==> src/rtl/irq_arb_pkg.sv <==
package irq_arb_pkg;
  localparam int NUM_SRC = 15;
  localparam int SRC_W   = $clog2(NUM_SRC);

  localparam int S_RESET = 0;
  localparam int S_MCHK  = 1;
  localparam int S_HDEC  = 2;
  localparam int S_HVIRT = 3;
  localparam int S_EXT   = 4;
  localparam int S_CEXT  = 5;
  localparam int S_WDT   = 6;
  localparam int S_CDBL  = 7;
  localparam int S_FIT   = 8;
  localparam int S_PIT   = 9;
  localparam int S_DEC   = 10;
  localparam int S_DBL   = 11;
  localparam int S_HDBL  = 12;
  localparam int S_PERF  = 13;
  localparam int S_THERM = 14;

  // first source gated only by the async condition
  localparam int S_ASYNC_LO = S_WDT;

  // sources that remain pending after delivery
  localparam logic [NUM_SRC-1:0] STICKY_MASK =
    NUM_SRC'((1 << S_HVIRT) | (1 << S_EXT) | (1 << S_CEXT));

  typedef struct packed {
    logic ee;
    logic ce;
    logic hv;
    logic pr;
    logic resume;
    logic hdec_en;
    logic hvirt_en;
    logic ext_hv_blk;
    logic part_env;
    logic has_hv;
    logic dec_clr;
  } gate_t;
endpackage

==> src/rtl/irq_pend_store.sv <==
module irq_pend_store #(
  parameter int N = 15
) (
  input  logic         clk_i,
  input  logic         rst_ni,
  input  logic [N-1:0] raise_i,
  input  logic [N-1:0] lower_i,
  input  logic [N-1:0] dlv_clr_i,
  output logic [N-1:0] pend_o
);
  logic [N-1:0] pend_q;

  // raise dominates both clear paths
  always_ff @(posedge clk_i or negedge rst_ni) begin
    if (!rst_ni) pend_q <= '0;
    else         pend_q <= (pend_q & ~lower_i & ~dlv_clr_i) | raise_i;
  end

  assign pend_o = pend_q;
endmodule

==> src/rtl/irq_gate.sv <==
module irq_gate
  import irq_arb_pkg::*;
(
  input  logic [NUM_SRC-1:0] pend_i,
  input  gate_t              gate_i,
  output logic [NUM_SRC-1:0] elig_o,
  output logic [NUM_SRC-1:0] clr_ok_o
);
  logic async_ok;
  logic hv_path_ok;
  logic ext_blocked;
  logic ext_to_hv;

  always_comb begin
    async_ok    = gate_i.ee | gate_i.resume;
    hv_path_ok  = async_ok | ~gate_i.hv;
    ext_blocked = gate_i.ext_hv_blk & gate_i.hv & ~gate_i.pr;
    ext_to_hv   = gate_i.has_hv & ~gate_i.hv & ~gate_i.part_env;

    elig_o          = '0;
    elig_o[S_RESET] = pend_i[S_RESET];
    elig_o[S_MCHK]  = pend_i[S_MCHK];
    elig_o[S_HDEC]  = pend_i[S_HDEC]  & gate_i.hdec_en  & hv_path_ok;
    elig_o[S_HVIRT] = pend_i[S_HVIRT] & gate_i.hvirt_en & hv_path_ok;
    elig_o[S_EXT]   = pend_i[S_EXT] & ((async_ok & ~ext_blocked) | ext_to_hv);
    elig_o[S_CEXT]  = pend_i[S_CEXT] & gate_i.ce;
    for (int i = S_ASYNC_LO; i < NUM_SRC; i++) begin
      elig_o[i] = pend_i[i] & async_ok;
    end

    clr_ok_o        = ~STICKY_MASK;
    clr_ok_o[S_DEC] = gate_i.dec_clr;
  end
endmodule

==> src/rtl/irq_prio_pick.sv <==
module irq_prio_pick #(
  parameter int N  = 15,
  localparam int IW = (N > 1) ? $clog2(N) : 1
) (
  input  logic [N-1:0]  elig_i,
  output logic [N-1:0]  onehot_o,
  output logic [IW-1:0] idx_o,
  output logic          any_o
);
  // lowest index wins
  always_comb begin
    onehot_o = '0;
    idx_o    = '0;
    for (int i = N - 1; i >= 0; i--) begin
      if (elig_i[i]) begin
        onehot_o    = '0;
        onehot_o[i] = 1'b1;
        idx_o       = IW'(i);
      end
    end
    any_o = |elig_i;
  end
endmodule

==> src/rtl/irq_arbiter.sv <==
module irq_arbiter
  import irq_arb_pkg::*;
(
  input  logic               clk_i,
  input  logic               rst_ni,
  input  logic [NUM_SRC-1:0] raise_i,
  input  logic [NUM_SRC-1:0] lower_i,
  input  logic               req_i,
  input  logic               ee_i,
  input  logic               ce_i,
  input  logic               hv_i,
  input  logic               pr_i,
  input  logic               resume_i,
  input  logic               hdec_en_i,
  input  logic               hvirt_en_i,
  input  logic               ext_hv_blk_i,
  input  logic               part_env_i,
  input  logic               has_hv_i,
  input  logic               dec_clr_i,
  output logic               grant_vld_o,
  output logic [SRC_W-1:0]   grant_code_o,
  output logic               wake_err_o,
  output logic               pend_any_o
);
  gate_t              gate;
  logic [NUM_SRC-1:0] pend_q;
  logic [NUM_SRC-1:0] elig;
  logic [NUM_SRC-1:0] clr_ok;
  logic [NUM_SRC-1:0] win_oh;
  logic [NUM_SRC-1:0] dlv_clr;
  logic [SRC_W-1:0]   win_idx;
  logic               win_any;

  always_comb begin
    gate.ee         = ee_i;
    gate.ce         = ce_i;
    gate.hv         = hv_i;
    gate.pr         = pr_i;
    gate.resume     = resume_i;
    gate.hdec_en    = hdec_en_i;
    gate.hvirt_en   = hvirt_en_i;
    gate.ext_hv_blk = ext_hv_blk_i;
    gate.part_env   = part_env_i;
    gate.has_hv     = has_hv_i;
    gate.dec_clr    = dec_clr_i;
  end

  irq_pend_store #(.N(NUM_SRC)) u_store (
    .clk_i     (clk_i),
    .rst_ni    (rst_ni),
    .raise_i   (raise_i),
    .lower_i   (lower_i),
    .dlv_clr_i (dlv_clr),
    .pend_o    (pend_q)
  );

  irq_gate u_gate (
    .pend_i   (pend_q),
    .gate_i   (gate),
    .elig_o   (elig),
    .clr_ok_o (clr_ok)
  );

  irq_prio_pick #(.N(NUM_SRC)) u_pick (
    .elig_i   (elig),
    .onehot_o (win_oh),
    .idx_o    (win_idx),
    .any_o    (win_any)
  );

  assign dlv_clr = req_i ? (win_oh & clr_ok) : '0;

  always_ff @(posedge clk_i or negedge rst_ni) begin
    if (!rst_ni) begin
      grant_vld_o  <= 1'b0;
      grant_code_o <= '0;
      wake_err_o   <= 1'b0;
    end else begin
      grant_vld_o <= req_i & win_any;
      wake_err_o  <= req_i & ~win_any & resume_i;
      if (req_i && win_any) grant_code_o <= win_idx;
    end
  end

  assign pend_any_o = |pend_q;
endmodule

==> config.mk <==
export PLATFORM = sky130hd
export DESIGN_NAME = irq_arbiter
export DESIGN_NICKNAME = d
export VERILOG_FILES = /design/src/rtl/irq_arb_pkg.sv /design/src/rtl/irq_pend_store.sv /design/src/rtl/irq_gate.sv /design/src/rtl/irq_prio_pick.sv /design/src/rtl/irq_arbiter.sv
export SDC_FILE = /design/constraint.sdc
export NUM_CORES = 1
export LEC_CHECK = 0
export BUFFER_PORTS_ARGS = -buffer_cell sky130_fd_sc_hd__buf_2
export CORE_UTILIZATION = 46
export DETAILED_ROUTE_END_ITERATION = 7
export GPL_TIMING_DRIVEN = 0
export PLACE_DENSITY_LB_ADDON = 0.3
export REMOVE_ABC_BUFFERS = 1
export SYNTH_ARGS = -nofsm -noshare
export SYNTH_HDL_FRONTEND = slang
export SYNTH_SLANG_ARGS = --single-unit
==> constraint.sdc <==
create_clock -name clk_i -period 2.76 [get_ports clk_i]
set_input_delay 0.414 -clock clk_i [delete_from_list [all_inputs] [get_ports clk_i]]
set_output_delay 0.414 -clock clk_i [all_outputs]
set_load 0.05 [all_outputs]
## Word-level counts from Yosys, hierarchy flattened

Cells that the tools add are included.

- Flip-flop bits (word level): 21
- Latch bits: 0
- Bits in writable memories: 0
- Bits in read-only memories: 0
- Input port bits: 44
- Output and inout port bits: 7
- Word-level logic and storage cells: 75
- Memories: 0

- Add/sub/neg operators: 0
- Multipliers: 0
- Div/mod/pow operators: 0
- Order comparisons: 0
- Equality and inequality tests: 0
- Shift-type cells: 0
- Muxes and demuxes: 31
- Bitwise operators: 37
- Reductions and logical operators: 3

Operators with widths:

| kind | number |
|---|---|
| 15-bit two-way mux | 16 |
| 4-bit two-way mux | 15 |
| 15-bit bitwise AND | 3 |
| 15-bit NOT | 2 |
| 15-bit OR reduction | 2 |
| 1-bit bitwise AND | 23 |
| 15-bit OR | 1 |
| 1-bit NOT | 5 |
| 1-bit OR | 3 |
| 1-bit logical AND | 1 |

## Longest topological paths before layout

- Depth in word-level cells: 22
- Mapped depth: 5
- Mapped depth without buffers: 5

## By module

A second synthesis with hierarchy kept.

- Cells, all modules: 163
- Area total of the unflattened synthesis: 1517.7 um^2

By module, submodules not included:

| module | instances | cells each | area each (um^2) | seq. area each (um^2) |
|---|---|---|---|---|
| irq_pend_store | 1 | 45 | 544.3 | 375.4 |
| irq_arbiter | 1 | 34 | 370.4 | 150.1 |
| irq_prio_pick | 1 | 45 | 320.3 | 0.0 |
| irq_gate | 1 | 39 | 282.8 | 0.0 |

## Worst setup path before layout

OpenSTA, ideal clock, no wires.

- Kind: input to register
- Start point: input resume_i
- End point: register u_store.pend_q[9] (netlist: u_store.pend_o[9])
- Library setup time: 120 ps
- Arrival: 1840 ps
- Data required time: 2640 ps
- Setup slack: 801 ps
- Stages on the path: 5
- Buffers on the path: 0
- Path through: nor3b_2 -> a21oi_1 -> a2111o_1 -> or4b_1 -> a31o_1

- Longest elaborated chain between the ends: 21
- Elaborated cells on any way between the ends: 34
- Those cells by class: 15 x mux; 19 x bitwise

RTL lines:

| item | RTL line | text |
|---|---|---|
| from (decl) | irq_arbiter.sv:13 | `input logic resume_i,` |
| 1-bit OR * | irq_gate.sv:15 | `async_ok = gate_i.ee \| gate_i.resume;` |
| 1-bit bitwise AND | irq_gate.sv:28 | `elig_o[i] = pend_i[i] & async_ok;` |
| 15-bit two-way mux (11 in series) | irq_prio_pick.sv:15 | `if (elig_i[i]) begin` |
| 15-bit two-way mux * (3 in series) | irq_prio_pick.sv:15 |  |
| 15-bit bitwise AND * | irq_arbiter.sv:71 | `assign dlv_clr = req_i ? (win_oh & clr_ok) : '0;` |
| 15-bit two-way mux * | irq_arbiter.sv:71 |  |
| 15-bit NOT * | irq_pend_store.sv:16 | `else pend_q <= (pend_q & ~lower_i & ~dlv_clr_i) \| raise_i;` |
| 15-bit bitwise AND * | irq_pend_store.sv:16 |  |
| 15-bit OR * | irq_pend_store.sv:16 |  |
| to (signal assigned) | irq_pend_store.sv:16 |  |
| to (decl) | irq_pend_store.sv:11 | `logic [N-1:0] pend_q;` |

Every way passes the cells marked *; elsewhere a longest branch is shown, timed or not.
A chain may end at the register's enable or synchronous reset.

## Worst setup path after layout

- Start point: register u_store.pend_q[11] (netlist: u_store.pend_o[11])
- End point: output pend_any_o

- Longest elaborated chain between the ends: 1

RTL lines:

| item | RTL line | text |
|---|---|---|
| 15-bit OR reduction | irq_arbiter.sv:85 | `assign pend_any_o = \|pend_q;` |
| to (decl) | irq_arbiter.sv:23 | `output logic pend_any_o` |

No other way between the ends.

==> flow_summary.yaml <==
logic_synthesis:
  synth_common_cells: "dfrtp_1 (21), inv_1 (15), nor2_1 (10)"
  synth-warning-count: 0
  syn_avg_cell_area_um2: 9.35
  syn_inst: 123
  synth_top_flop_cell: "dfrtp_1"
  yosys.area.top_type: "dfrtp_1"
  netlist_area_mm2: 0.00115
  yosys-top-cells-area: "dfrtp_1 (46%), inv_1 (4.9%), a31o_2 (4.6%)"
  synthDistinctLibCells: 41
  synthArstFlopShare_pct: 100
  synth_seq_area_share_pct: 45.7
  synth_top_area_share_pct: 45.7
  synth_seq_cells: 21
  synth_edf_count: 0
  synth.most_common_cell: "dfrtp_1"
floorplanning:
  dieArea_mm2: 0.00270
  die_w_um: 52.0
  fp.dieH_um: 52.0
  ios: 51
  core_region_area_mm2: 0.00228
  row_count: 17
  start_util_pct: 50.5
timing:
  worst_pin_slew_ns: 0.825
  finalHoldViolations: 0
  report.final.slew_viol_count: 0
  fin_ws_ns: 0.433
  whs_ns: 0.0414
  setup_viol_count_final: 0
  rsz0062_at_grt: "false"
  finClkSkew_ns: 0.00548
  fmaxAchievable_mhz: 430
  setup-tns-final_ns: 0
  post-route-period-util_pct: 84.3
  slew_headroom_pct: 44.5
  fin_crit_ns: 2.33
drt:
  ant_nets: 0
  vias_per_cell: 5.54
  drc_errors: 0
  wire_per_inst_um: 13.4
  firstDrtPassIters: 4
  drt-total-wl_um: 2730
  dr.first_iter.drc_count: 18
  num_vias: 1130
clock_tree:
  clkSinkCount: 21
  clock_path_buffers: 2
  h-tree-depth: 1
  cts_resized: 0
  ctsHoldBuffers: 0
  cts_buffers: 3
  clk_pin_slew_ns: 0.12
  post-cts-setup-buffers: 0
  root_buffer: "clkbuf_4"
  clock_latency_ns: 0.31
  cts_tree: "done"
global_routing:
  grt_max_degree: 22
  antenna_found_initial: 0
  grtUsageTotal_pct: 22.8
  grt_pass1_vias: 1023
  grt_overflow_total: 0
  grt_pass1_wl_um: 4440
placed_design:
  gp_congestion: 0.914
  port_buffers: 50
  dp_slack_ns: 0.503
  post-dp-hpwl_um: 2190
critical_path:
  ff2ff_setup_slack_ns: 0.58
  r2r_end: "grant_code_o[0]"
  rr_startpoint: "u_store.pend_o[11]"
  endpoint_kind: "primary output"
  crit_path_start_kind: "flip-flop"
  worstPathRequired_ns: 2.35
  cp_data_arrival_time_ns: 1.91
  slowest_delay_ns: 0.74
  crit_path_max_fanout: 6
  ff2ff_path_depth: 4
  slowest_stage: "nor4_1"
  path_cells: "nor4_1 > nand3_1 > buf_2"
  critPathKind: "reg -> out"
finish:
  final_util_pct: 64.0
  register_area_um2: 526
  antenna_cells: 0
  layout-drive-gt1-share_pct: 36.4
  area_growth_pct: 26.8
  fin_nets: 221
  multi_input_area_um2: 564
  fill_cells: 213
flow_run:
  maxCapViolCount: 0
power_and_ir_drop:
  p_leak_nw: 0.703
  total_power_mw: 0.637
  peakVddDrop_mv: 0.394
  power.density_mw_per_mm2: 437
run_status:
  outcome: "complete, no violations"
hold_path:
  hold_path_class: "in -> async"
==> state kept, by name (all words and copies together), names as in the netlist <==
name            cells
u_store.pend_o     15
grant_code_o        4
grant_vld_o         1
wake_err_o          1
==> cell usage in the layout, fill, tap and decap left out, drive strengths merged, types with 3 or more instances in the layout <==
cell type  netlist  final
inv             15     15
dfrtp           21     21
nand2b           4      4
o21ai            5      5
nor3             5      5
a21o             4      4
a21oi            8      8
nand2            4      4
nor2            11     11
nand3            3      3
o21a             3      3
clkbuf           1      4
a31o             7      7
buf              0     50
==> power breakdown <==
part	leakage, nW	internal [mW]	switching, mW	total [mW]
Clock	0.0150	0.0565	0.0937	0.150
Sequential	0.240	0.329	0.0204	0.349
Combinational	0.448	0.0611	0.0768	0.138
Total	0.703	0.446	0.191	0.637
==> cells by family after synthesis <==
| kind of cell | count (synthesis) | synth area share, % |
|---|---|---|
| AND/OR/NAND/NOR | 43 | 22.0 |
| buffers and inverters | 16 | 5.22 |
| AO/OA/AOI/OAI | 41 | 25.2 |
| multiplexers | 2 | 1.85 |
| flip-flops | 21 | 45.7 |
==> layout make-up <==
class	instances	share of cell area, %
clock buffer	4	1.80
inverter	15	3.86
multi-input combinational	86	38.7
sequential	21	36.1
tap	28	2.40
timing repair buffer	50	17.2
==> critical path: cells and delay by family, from the launching register on <==
kind,cells,cell delay [ns]
AND/OR/NAND/NOR,2,0.91
buffers and inverters,1,0.27
flip-flops,1,0.43
==> through the flow <==
stage          cells  cell area, µm²
6_report         204            1460
5_1_grt          204            1460
4_1_cts          204            1460
3_5_place_dp     200            1430
3_3_place_gp     200            1430
2_1_floorplan    122            1150
==> how the worst max path moves through the flow <==
stage / start / to / slack (ns)
2_1_floorplan: resume_i / u_store.pend_o[9] / 0.80
3_3_place_gp: resume_i / u_store.pend_o[9] / 0.52
3_5_place_dp: resume_i / u_store.pend_o[9] / 0.50
4_1_cts: u_store.pend_o[11] / pend_any_o / 0.46
5_1_grt: u_store.pend_o[11] / pend_any_o / 0.36
6_report: u_store.pend_o[11] / pend_any_o / 0.43
==> per-layer routing <==
layer	wire, µm	up-vias	track usage (%)
met5	0	-	0
met4	47	0	9.46
met3	147	7	3.51
met2	1420	41	40.6
met1	1110	532	26.8
li1	-	550	-
No activity file was read; power rests on OpenSTA's default activity.
